`config.mk`:
```
export PLATFORM = sky130hd
export DESIGN_NAME = sar_conv_seq
export DESIGN_NICKNAME = d
export VERILOG_FILES = /design/src/rtl/sar_seq_pkg.sv /design/src/rtl/sar_phase_ctrl.sv /design/src/rtl/sar_bit_reg.sv /design/src/rtl/sar_conv_seq.sv
export SDC_FILE = /design/constraint.sdc
export NUM_CORES = 1
export LEC_CHECK = 0
export ABC_CLOCK_PERIOD_IN_PS = 2400
export BUFFER_PORTS_ARGS = -buffer_cell sky130_fd_sc_hd__clkbuf_2
export CAP_MARGIN = 20
export CELL_PAD_IN_SITES_DETAIL_PLACEMENT = 1
export CELL_PAD_IN_SITES_GLOBAL_PLACEMENT = 1
export CORE_UTILIZATION = 41
export DETAILED_ROUTE_END_ITERATION = 10
export MAX_ROUTING_LAYER = met4
export PLACE_DENSITY_LB_ADDON = 0.3
export REMOVE_ABC_BUFFERS = 1
export SYNTH_ARGS = -nofsm -noshare
export SYNTH_HDL_FRONTEND = slang
export SYNTH_SLANG_ARGS = --single-unit
```
`constraint.sdc`:
```
create_clock -name clk -period 2.4 [get_ports clk]
set_input_delay 0 -clock clk [delete_from_list [all_inputs] [get_ports clk]]
set_output_delay 0 -clock clk [all_outputs]
set_load 0.01 [all_outputs]
```
`src/rtl/sar_seq_pkg.sv`:
```
package sar_seq_pkg;

  // Default geometry of the conversion frame.
  localparam int unsigned DEF_DATA_W  = 10;
  localparam int unsigned DEF_TRACK_P = 3;
  // Period in which a triggered sequencer waits for a start request.
  localparam int unsigned WAIT_PERIOD = 2;

  // Period in which bit 'idx' is decided, for a frame of track_p tracking
  // periods followed by data_w bit trials (MSB first).
  function automatic int unsigned test_period(input int unsigned track_p,
                                              input int unsigned data_w,
                                              input int unsigned idx);
    return track_p + data_w - idx;
  endfunction

endpackage

```
`src/rtl/sar_phase_ctrl.sv`:
```
module sar_phase_ctrl
  import sar_seq_pkg::*;
#(
  parameter int unsigned DATA_W  = DEF_DATA_W,
  parameter int unsigned TRACK_P = DEF_TRACK_P,
  parameter int unsigned PER_W   = 4
) (
  input  logic             clk,
  input  logic             rst,
  input  logic             start_n,
  output logic [PER_W-1:0] period_q,
  output logic             hold_q
);

  localparam int unsigned LAST = TRACK_P + DATA_W;
  localparam logic [PER_W-1:0] P_FIRST = PER_W'(1);
  localparam logic [PER_W-1:0] P_WAIT  = PER_W'(WAIT_PERIOD);
  localparam logic [PER_W-1:0] P_LAST  = PER_W'(LAST);
  localparam logic [PER_W-1:0] P_TRACK = PER_W'(TRACK_P);

  logic             armed_q;
  logic             armed_nxt;
  logic [PER_W-1:0] period_nxt;

  // Start is captured at the end of period 1 and consumed in the wait
  // period; in every other period it is not looked at.
  always_comb begin
    period_nxt = period_q + PER_W'(1);
    armed_nxt  = armed_q;
    if (period_q == P_FIRST) begin
      armed_nxt = ~start_n;
    end else if (period_q == P_WAIT) begin
      if (armed_q || !start_n) begin
        armed_nxt = 1'b0;
      end else begin
        period_nxt = period_q;
      end
    end else if (period_q == P_LAST) begin
      period_nxt = P_FIRST;
    end
  end

  always_ff @(posedge clk) begin
    if (rst) begin
      period_q <= P_FIRST;
      armed_q  <= 1'b0;
      hold_q   <= 1'b0;
    end else begin
      period_q <= period_nxt;
      armed_q  <= armed_nxt;
      hold_q   <= (period_nxt > P_TRACK);
    end
  end

endmodule

```
`src/rtl/sar_bit_reg.sv`:
```
module sar_bit_reg
  import sar_seq_pkg::*;
#(
  parameter int unsigned DATA_W  = DEF_DATA_W,
  parameter int unsigned TRACK_P = DEF_TRACK_P,
  parameter int unsigned PER_W   = 4
) (
  input  logic              clk,
  input  logic              rst,
  input  logic [PER_W-1:0]  period,
  input  logic              cmp,
  output logic [DATA_W-1:0] trial_o,
  output logic [DATA_W-1:0] result_o
);

  localparam logic [PER_W-1:0] P_LAST = PER_W'(TRACK_P + DATA_W);

  // One slice per bit position; the slice's test period follows from its
  // index, and it is proposed in the period just before that.
  for (genvar i = 0; i < DATA_W; i++) begin : g_bit
    localparam logic [PER_W-1:0] P_TEST = PER_W'(test_period(TRACK_P, DATA_W, i));
    localparam logic [PER_W-1:0] P_SET  = P_TEST - PER_W'(1);

    logic trial_q;
    logic res_q;

    always_ff @(posedge clk) begin
      if (rst) begin
        trial_q <= 1'b0;
        res_q   <= 1'b0;
      end else if (period == P_LAST) begin
        trial_q <= 1'b0;
        res_q   <= (i == 0) ? cmp : trial_q;
      end else if (period == P_TEST) begin
        trial_q <= cmp;
      end else if (period == P_SET) begin
        trial_q <= 1'b1;
      end
    end

    assign trial_o[i]  = trial_q;
    assign result_o[i] = res_q;
  end

endmodule

```
`src/rtl/sar_conv_seq.sv`:
```
module sar_conv_seq
  import sar_seq_pkg::*;
#(
  parameter int unsigned DATA_W  = DEF_DATA_W,
  parameter int unsigned TRACK_P = DEF_TRACK_P,
  localparam int unsigned PER_W  = $clog2(TRACK_P + DATA_W + 1)
) (
  input  logic              clk,
  input  logic              rst,
  input  logic              start_n,
  input  logic              cmp_in,
  output logic              track_hold,
  output logic [DATA_W-1:0] trial_code,
  output logic [DATA_W-1:0] result,
  output logic [PER_W-1:0]  period
);

  sar_phase_ctrl #(
    .DATA_W (DATA_W),
    .TRACK_P(TRACK_P),
    .PER_W  (PER_W)
  ) u_phase (
    .clk     (clk),
    .rst     (rst),
    .start_n (start_n),
    .period_q(period),
    .hold_q  (track_hold)
  );

  sar_bit_reg #(
    .DATA_W (DATA_W),
    .TRACK_P(TRACK_P),
    .PER_W  (PER_W)
  ) u_bits (
    .clk     (clk),
    .rst     (rst),
    .period  (period),
    .cmp     (cmp_in),
    .trial_o (trial_code),
    .result_o(result)
  );

endmodule

```
==> impl_metrics.toml, run 1 <==
[worst_hold_path]
hp-class = "in -> reg"

[yosys]
syn-cell-area_sq_mm = 0.00130
yosysSeqAreaShare = 0.401
synth-edff-count = 0
syn_avg_cell_area_sq_um = 8.26
syn_inst = 157
ys_types = 31
yosysWarnings = 0
async_reset_ff_frac = 0
synth-seq-cells = 26
synth_ff_type = "dfxtp_1"

[setup_path]
cp_top_family = "flip-flops"
arrival_ns = 2.05
startpoint_type = "flip-flop"
cp_slowest_cell = "dfxtp_1"
critPathBufInv = 2
worstPathRequired_ns = 2.65
crit_fanout = 11
cp-end-kind = "flip-flop"
criticalPathCategory = "reg -> reg"
crit_chain = "inv_1 -> ha_1 -> nand3_1 -> buf_4 -> nand2b_1 -> a211oi_1"
max_stage_delay_ns = 0.45

[die]
io_pins = 29
row_count = 20
die-height_microns = 58.3
die_w_microns = 58.3
core_sq_mm = 0.00303
dieArea_sq_mm = 0.00339
start_util = 0.429

[global_routing]
use_met1 = 0.233
use_met3 = 0.0268
grt_max_degree = 16
busiest_layer = "met2"
grt_pass1_vias = 1013
grt-ovfl-total = 0
grt_util_all_layers = 0.189
globalRouteMet2Util = 0.317
antenna_found_initial = 0
grt_pass1_wl_microns = 4710

[detailed_routing]
antenna_left = 0
drc = 0
wl_per_cell_microns = 13.3
routed_wl_microns = 2770
vias_per_cell = 4.89
drtPass1Iterations = 4
drt_iter0_drc = 21
num_vias = 1022

[power_and_ir_drop]
clkPwrFrac = 0.278
powerDensity_mw_per_mm2 = 786
finalPower_mw = 1.09
power_switching_uw = 333
switching_share = 0.305
peakVddDrop_mv = 0.298
p_leak_nw = 0.565
internal-power_uw = 757
pwr-share-comb = 0.255
p_seq_frac = 0.467

[outcome]
status = "finished, final reports clean"

[clock_network]
clockRootBuffer = "clkbuf_4"
cts-htree-levels = 1
clock_latency_ns = 0.32
post_cts.repair.setup_buffers = 0
cts_tree = "yes"
cts_buffer_depth = 2
numCtsBuffers = 3
cts.sinks = 26
path_clk_slew_ns = 0.14

[final_layout]
insertedDiodeCount = 0
area_delta_synth_final_pct = 6.85
final_nets = 174
drive_above_1_share = 0.255
final_cells = 209

[place]
dp_slack_ns = 0.631
placed_cells = 203
portBuffers = 28
hpwl_microns = 2040
gp_congestion = 0.770

[timing]
period_share = 0.750
hold_violations = 0
min_period_ns = 1.80
skew_ns = 0.00389
rsz0062_at_grt = "no"
worst_slack_ns = 0.601
finalMaxSlewViolations = 0
max_freq_mhz = 556
slew_headroom = 0.677
fin_setup_tns_ns = 0
worst_pin_slew_ns = 0.483
setup_viol_count_final = 0

[job]
maxCapViolCount = 0
[placed cells by master, fill, tap and decap left out, types with 3 or more instances in the layout]
master	instances
nand2_1	25
inv_1	5
or2_2	3
a21oi_1	21
nor2_1	9
nand3_1	4
clkbuf_4	3
a211oi_1	7
o21ai_0	4
clkbuf_2	28
dfxtp_1	26
ha_1	4
[cell usage after synthesis (2+ instances only)]
master | count | share of area
buf_4 | 21 | 0.12
a21oi_1 | 21 | 0.081
nand2_1 | 25 | 0.072
xnor2_1 | 2 | 0.014
or2_2 | 3 | 0.014
and2b_4 | 2 | 0.015
nor2_1 | 9 | 0.026
nor2b_1 | 2 | 0.0096
nand3_1 | 4 | 0.015
ha_1 | 4 | 0.039
buf_2 | 2 | 0.0077
a211oi_1 | 7 | 0.041
o21ai_0 | 4 | 0.015
inv_1 | 5 | 0.014
nand2b_1 | 2 | 0.0096
dfxtp_1 | 26 | 0.40
clkbuf_1 | 4 | 0.012
[registers in the layout, indices dropped and copies added, names as in the netlist, named ones only]
register              cells
u_bits.g_bit.trial_q     10
u_phase.period_q          3
u_bits.g_bit.res_q       10
u_phase.armed_q           1
u_phase.hold_q            1
[routing by layer]
layer	routed length (microns)	part of all wire
met2	1340	0.48
met1	1330	0.48
met4	26	0.0094
met5	0	0
met3	70	0.025
[area by class of cell]
type	count	area (sq um)
fillers	380	1640
multi-input cells	98	564
inverters	5	18.8
clock buffers	3	22.5
well taps	44	55.1
clock inverters	1	30.0
flip-flops and latches	26	520
repair buffers	32	175
[final timing paths]
check,from,endpoint,slack (ns),cells past startpoint
setup reg to reg,flip-flop,u_bits.g_bit[8].trial_q,0.60,6
setup / recovery,flip-flop,u_bits.g_bit[8].trial_q,0.60,6
hold / removal,rst,flip-flop,0.03,2
hold reg to reg,u_bits.g_bit[9].res_q,u_bits.g_bit[9].res_q,0.46,2
[logic make-up (layout without fill, tap and decap cells)]
group                      count (synthesis)  after routing  synth area share
AOI/OAI and AO/OA                         38             38             0.175
xor gates and xnor gates                   3              3            0.0203
adders and majority gates                  4              4            0.0386
buffers and inverters                     33             41             0.164
DFF                                       26             26             0.401
and+or+nand+nor                           53             53             0.202
[power groups by stage]
stage	registers, mW	logic [mW]	clock network [mW]
after floorplan	0.533	0.164	0
after detailed placement	0.519	0.277	0
after CTS	0.509	0.280	0.313
final	0.509	0.278	0.303
after global placement	0.516	0.264	0
after global routing	0.515	0.312	0.335
[through the flow]
step / hold WS (ns) / utilization / instance area [sq um]
6_report: 0.0331 / 0.458 / 1390
3_3_place_gp: 0.323 / 0.434 / 1310
3_5_place_dp: 0.337 / 0.434 / 1310
5_1_grt: 0.0432 / 0.458 / 1390
2_1_floorplan: 0.0624 / - / 1100
4_1_cts: 0.0170 / 0.458 / 1390
[what timing repair did]
item / in CTS / in global routing
hold buffers: 2 / 0
gates resized for setup: 0 / 0
endpoints found under the hold margin: 2 / 0
Note: power is estimated with default switching activity, not from simulation.
==> run 2, diff against run 1 <==
Settings changed: ABC_AREA from default to 1, ABC_CLOCK_PERIOD_IN_PS 2400 to 1710, CORE_UTILIZATION 41 to 38.
Clock period 2.4 ns to 1.71 ns, I/O delays scaled along.
==> run 2 against run 1 <==
Net effect:
- sequential share of layout area shrank 0.10 points
- worst hold slack improved by 0.061 ns
- wire length decreased by 1.4%
- clock power grew 4%
- sequential power increased by 37%
- maximum frequency increased by 16%
==> impl_metrics.toml, run 2 <==
[place]
placed_cells = 214
hpwl_microns = 2060
portBuffers = 28
gp_congestion = 0.797
place_area_sq_mm = 0.00133

[setup_path]
cp_top_family = "simple AND/OR/NAND/NOR gates"
max_stage_delay_ns = 0.37
crit_fanout = 13
worstPathRequired_ns = 1.95
path_common_cell = "nor2_1"
crit_chain = "inv_1 -> ha_1 -> nand3_2 -> buf_4 -> nand3_1 -> nand2_1 -> nor2_1 -> nor2_1"
cp-end-kind = "flip-flop"
startpoint_type = "flip-flop"
cp_slowest_cell = "dfxtp_1"
path_depth = 8
r2r_setup_slack_ns = 0.16
r2r_cells = 8
critPathBufInv = 2
criticalPathCategory = "reg -> reg"
arrival_ns = 1.80

[clock_network]
post_cts.repair.setup_buffers = 0
numCtsBuffers = 3
cts-htree-levels = 1
cts.sinks = 26
path_clk_slew_ns = 0.15
clock_latency_ns = 0.32
cts_tree = "yes"
cts_buffer_depth = 2
clockRootBuffer = "clkbuf_4"

[yosys]
yosysWarnings = 0
yosysSeqAreaShare = 0.397
synth-seq-cells = 26
syn_inst = 165
synth_common_cells = "dfxtp_1 (26), inv_1 (23), buf_4 (21)"
muxShareOfSynthArea = 0
async_reset_ff_frac = 0
syn-cell-area_sq_mm = 0.00131
synth_compound_area_frac = 0.201
synth_ff_type = "dfxtp_1"
yosys.area.top_type = "dfxtp_1"
synth_xor_xnor_area_share = 0.0134
ys_types = 24
synth-edff-count = 0
syn_avg_cell_area_sq_um = 7.95
synth_top_family_by_area = "buffers and inverters"
synth.top_cell.area_share = 0.397
synthAdderAreaFrac = 0.0382
synth-simple-area-share = 0.135
synth_most_common_cell = "dfxtp_1"
synth.area.top_cells = "dfxtp_1 (40%), buf_4 (12%), o21ai_1 (6.9%)"

[detailed_routing]
antenna_left = 0
wl_per_cell_microns = 12.4
routed_wl_microns = 2730
drtPass1Iterations = 4
vias_per_cell = 4.87
num_vias = 1071
drt_iter0_drc = 32
drc = 0

[die]
io_pins = 29
die-height_microns = 60.7
row_count = 20
core_sq_mm = 0.00315
dieArea_sq_mm = 0.00369
start_util = 0.416
die_w_microns = 60.7

[timing]
min_period_ns = 1.55
finalMaxSlewViolations = 0
period_share = 0.909
max_freq_mhz = 643
fin_setup_tns_ns = 0
setup_viol_count_final = 0
hold_violations = 0
slew_headroom = 0.738
skew_ns = 0.00835
rsz0062_at_grt = "no"
worst_pin_slew_ns = 0.392

[worst_hold_path]
hp-class = "in -> reg"
hp-start = "cmp_in"

[final_layout]
fillCellCount = 418
final_area_sq_mm = 0.00139
final_nets = 185
post-route-util = 0.441
multi_input_area_sq_um = 509
layout_commonest_cell = "clkbuf_2"
seqCellArea_sq_um = 520
final_cells = 220
insertedDiodeCount = 0
drive_above_1_share = 0.290
mostFrequentLayoutCells = "clkbuf_2 (28), dfxtp_1 (26), inv_1 (23), o21ai_1 (18), nand2_1 (17)"
area_delta_synth_final_pct = 6.01
top_regs = "u_bits.g_bit.res_q: 10 flops, u_bits.g_bit.trial_q: 10 flops, u_phase.period_q: 3 flops"

[global_routing]
grt_max_degree = 15
antenna_found_initial = 0
grt-ovfl-total = 0
grt_util_all_layers = 0.175
grt_pass1_vias = 1041
grt_pass1_wl_microns = 4620

[outcome]
status = "finished, final reports clean"

[power_and_ir_drop]
powerDensity_mw_per_mm2 = 942
peakVddDrop_mv = 0.448
finalPower_mw = 1.31
p_leak_nw = 0.586

[job]
maxCapViolCount = 0
==> run 2: how the worst min path moves through the flow <==
stage	end	slack, ns	depth (start not counted)
final	u_bits.g_bit[2].trial_q	0.09	3
after global routing	u_bits.g_bit[5].trial_q	0.09	3
after CTS	u_bits.g_bit[2].trial_q	0.09	3
after detailed placement	flip-flop	0.20	2
after global placement	u_phase.armed_q	0.20	2
after floorplan	u_phase.armed_q	0.07	1
==> run 2: metal layers <==
layer | wire length, microns | track usage | share of wire | up-vias
met5 | 0 | - | 0 | -
met4 | 22 | 0.0649 | 0.0081 | 0
met3 | 107 | 0.0299 | 0.039 | 4
met2 | 1350 | 0.300 | 0.49 | 24
met1 | 1250 | 0.203 | 0.46 | 510
li1 | - | - | - | 533
==> run 2: through the flow <==
step	setup slack, ns	hold slack (ns)
floorplan	0.0552	0.0691
global placement	0.245	0.199
detailed placement	0.189	0.200
CTS	0.156	0.0872
global route	0.0285	0.0871
finish	0.156	0.0945
==> run 2: logic make-up after synthesis <==
group / after synthesis
DFF: 26
AOI/OAI and AO/OA: 44
and+or+nand+nor: 39
adders and majority gates: 4
buffers and inverters: 50
xor gates and xnor gates: 2
==> run 2: power breakdown <==
part	leakage [nW]	internal (mW)	switching, mW	total, mW
logic	0.355	0.110	0.188	0.299
clock network	0.0210	0.130	0.186	0.316
registers	0.211	0.649	0.0456	0.695
==> run 2: layout make-up <==
cell class / instances / share of cell area
flip-flops and latches: 26 / 0.374
multi-input cells: 89 / 0.366
repair buffers: 32 / 0.126
inverters: 25 / 0.0675
well taps: 44 / 0.0396
clock buffers: 4 / 0.0261
==> run 2: repair_timing <==
item                                    in CTS  in global routing
hold buffers                                 2                  0
hold endpoints to repair                     2                  0
endpoints found under the setup margin       0                  0
resized for setup                            0                  0
==> run 2: worst min-delay path: stages <==
cell and delay [ns]:
clkbuf_2 0.18, o21ai_1 0.16, a31oi_1 0.04
==> run 3, diff against run 2 <==
Settings changed: CORE_UTILIZATION 38 to 35.
==> run 3 against run 2 <==
Net effect:
- sequential power about the same
- critical path depth down 2
- design area up 0.99%
- final cell count unchanged
- clock power up 29%
- largest power group unchanged
- largest cell class unchanged
- global-route usage down 1.6 points
- highest routed layer unchanged
- flip-flop and latch count unchanged
- maximum frequency up 0.91%
- clock-buffer cell count unchanged
- combinational power about the same
==> impl_metrics.toml, run 3 (synthesized netlist as in run 2, its figures left out) <==
[timing]
setup_viol_count_final = 0
period_share = 0.901
finalMaxSlewViolations = 0
worst_pin_slew_ns = 0.430
fin_setup_tns_ns = 0
hold_violations = 0
max_freq_mhz = 649
slew_headroom = 0.713
skew_ns = 0.00178
rsz0062_at_grt = "no"
min_period_ns = 1.54

[final_layout]
final_nets = 183
top_regs = "u_bits.g_bit.res_q: 10 flops, u_bits.g_bit.trial_q: 10 flops, u_phase.period_q: 3 flops"
post-route-util = 0.405
mostFrequentLayoutCells = "clkbuf_2 (28), dfxtp_1 (26), inv_1 (23), o21ai_1 (18), nand2_1 (17)"
drive_above_1_share = 0.287
final_area_sq_mm = 0.00140
insertedDiodeCount = 0
area_delta_synth_final_pct = 7.06
final_cells = 220
layout_commonest_cell = "clkbuf_2"

[detailed_routing]
antenna_left = 0
drc = 0
wl_per_cell_microns = 12.4
drtPass1Iterations = 2
drt_iter0_drc = 10
vias_per_cell = 4.74
num_vias = 1042
routed_wl_microns = 2720

[setup_path]
r2r_cells = 6
r2r_setup_slack_ns = 0.17
worstPathRequired_ns = 1.88
criticalPathCategory = "reg -> reg"
critical_path.endpoint = "u_bits.g_bit[0].res_q"
arrival_ns = 1.71
cp-end-kind = "flip-flop"
startpoint_type = "flip-flop"
worstReg2RegEnd = "u_bits.g_bit[0].res_q"
crit_fanout = 16

[global_routing]
grt_max_degree = 17
use_met1 = 0.195
grt_pass1_wl_microns = 4890
grt_util_all_layers = 0.159
antenna_found_initial = 0
grt_pass1_vias = 1029
busiest_layer = "met2"
globalRouteMet2Util = 0.270
use_met3 = 0.0181
grt-ovfl-total = 0

[place]
gp_congestion = 0.774
hpwl_microns = 2090
place_area_sq_mm = 0.00133
portBuffers = 28
placed_cells = 215

[clock_network]
cts.sinks = 26
path_clk_slew_ns = 0.09
clock_latency_ns = 0.27
numCtsBuffers = 3
cts_tree = "yes"
cts-htree-levels = 1
clockRootBuffer = "clkbuf_8"
cts_buffer_depth = 2

[power_and_ir_drop]
power_switching_uw = 438
powerDensity_mw_per_mm2 = 1000
clkPwrFrac = 0.290
switching_share = 0.312
peakVddDrop_mv = 0.412
internal-power_uw = 965
finalPower_mw = 1.40
p_leak_nw = 0.586
p_seq_frac = 0.498
pwr-share-comb = 0.213

[die]
row_count = 21
die-height_microns = 63.2
dieArea_sq_mm = 0.00400
die_w_microns = 63.2
io_pins = 29
start_util = 0.378
core_sq_mm = 0.00347

[outcome]
status = "finished, final reports clean"

[worst_hold_path]
hp-class = "in -> reg"

[job]
maxCapViolCount = 0
==> run 3: changes by cell type in the layout (fill, tap and decap cells not counted) <==
cell / change
clkbuf_4: -3
clkbuf_8: +3
buf_4: -1
dlygate4sd3_1: -1
inv_2: -1
inv_4: +1
nand3_2: -1
nand3_4: +1
==> run 3: metal layers <==
metal  vias to the layer above  share of wire
met2                        22           0.48
met1                       493           0.47
met3                         5          0.036
met5                         -              0
li1                        522              -
met4                         0          0.015
==> run 3: worst min-delay path by stage <==
| stage | start | end | slack [ns] | depth (start not counted) |
|---|---|---|---|---|
| 5_1_grt | start_n | u_phase.armed_q | 0.06 | 4 |
| 3_3_place_gp | rst | u_phase.armed_q | 0.19 | 2 |
| 6_report | start_n | u_phase.armed_q | 0.03 | 4 |
| 2_1_floorplan | rst | u_phase.armed_q | 0.07 | 1 |
| 4_1_cts | start_n | u_phase.armed_q | 0.03 | 4 |
| 3_5_place_dp | rst | u_phase.armed_q | 0.20 | 2 |
==> run 3: power groups by stage <==
stage	Combinational [mW]	Clock [mW]	Sequential, mW
finish	0.298	0.407	0.698
global placement	0.284	0	0.707
global route	0.341	0.442	0.707
CTS	0.300	0.411	0.698
detailed placement	0.296	0	0.712
floorplan	0.178	0	0.721
==> run 3: cell type report <==
| class | instances | area [sq um] |
|---|---|---|
| repair buffers | 30 | 158 |
| fillers | 453 | 2060 |
| well taps | 46 | 57.6 |
| clock buffers | 4 | 55.1 |
| flip-flops and latches | 26 | 520 |
| multi-input cells | 89 | 517 |
| inverters | 25 | 96.3 |
==> run 3: stage by stage <==
| stage | hold slack, ns | setup slack [ns] |
|---|---|---|
| 2_1_floorplan | 0.0691 | 0.0552 |
| 3_3_place_gp | 0.193 | 0.204 |
| 3_5_place_dp | 0.199 | 0.0977 |
| 4_1_cts | 0.0321 | 0.0945 |
| 5_1_grt | 0.0645 | 0.00435 |
| 6_report | 0.0264 | 0.170 |
==> run 3: timing repair <==
item	in CTS	in global routing
hold buffers	1	0
hold endpoints to repair	2	0
setup endpoints to repair	0	13
buffers inserted	0	0
resized for setup	0	2
==> run 3: worst max-delay path: stages (launching register included) <==
cell     delay (ns)
dfxtp_1        0.36
inv_1          0.11
ha_1           0.33
nand3_4        0.17
buf_4          0.26
o21ai_1        0.17
a21oi_2        0.04
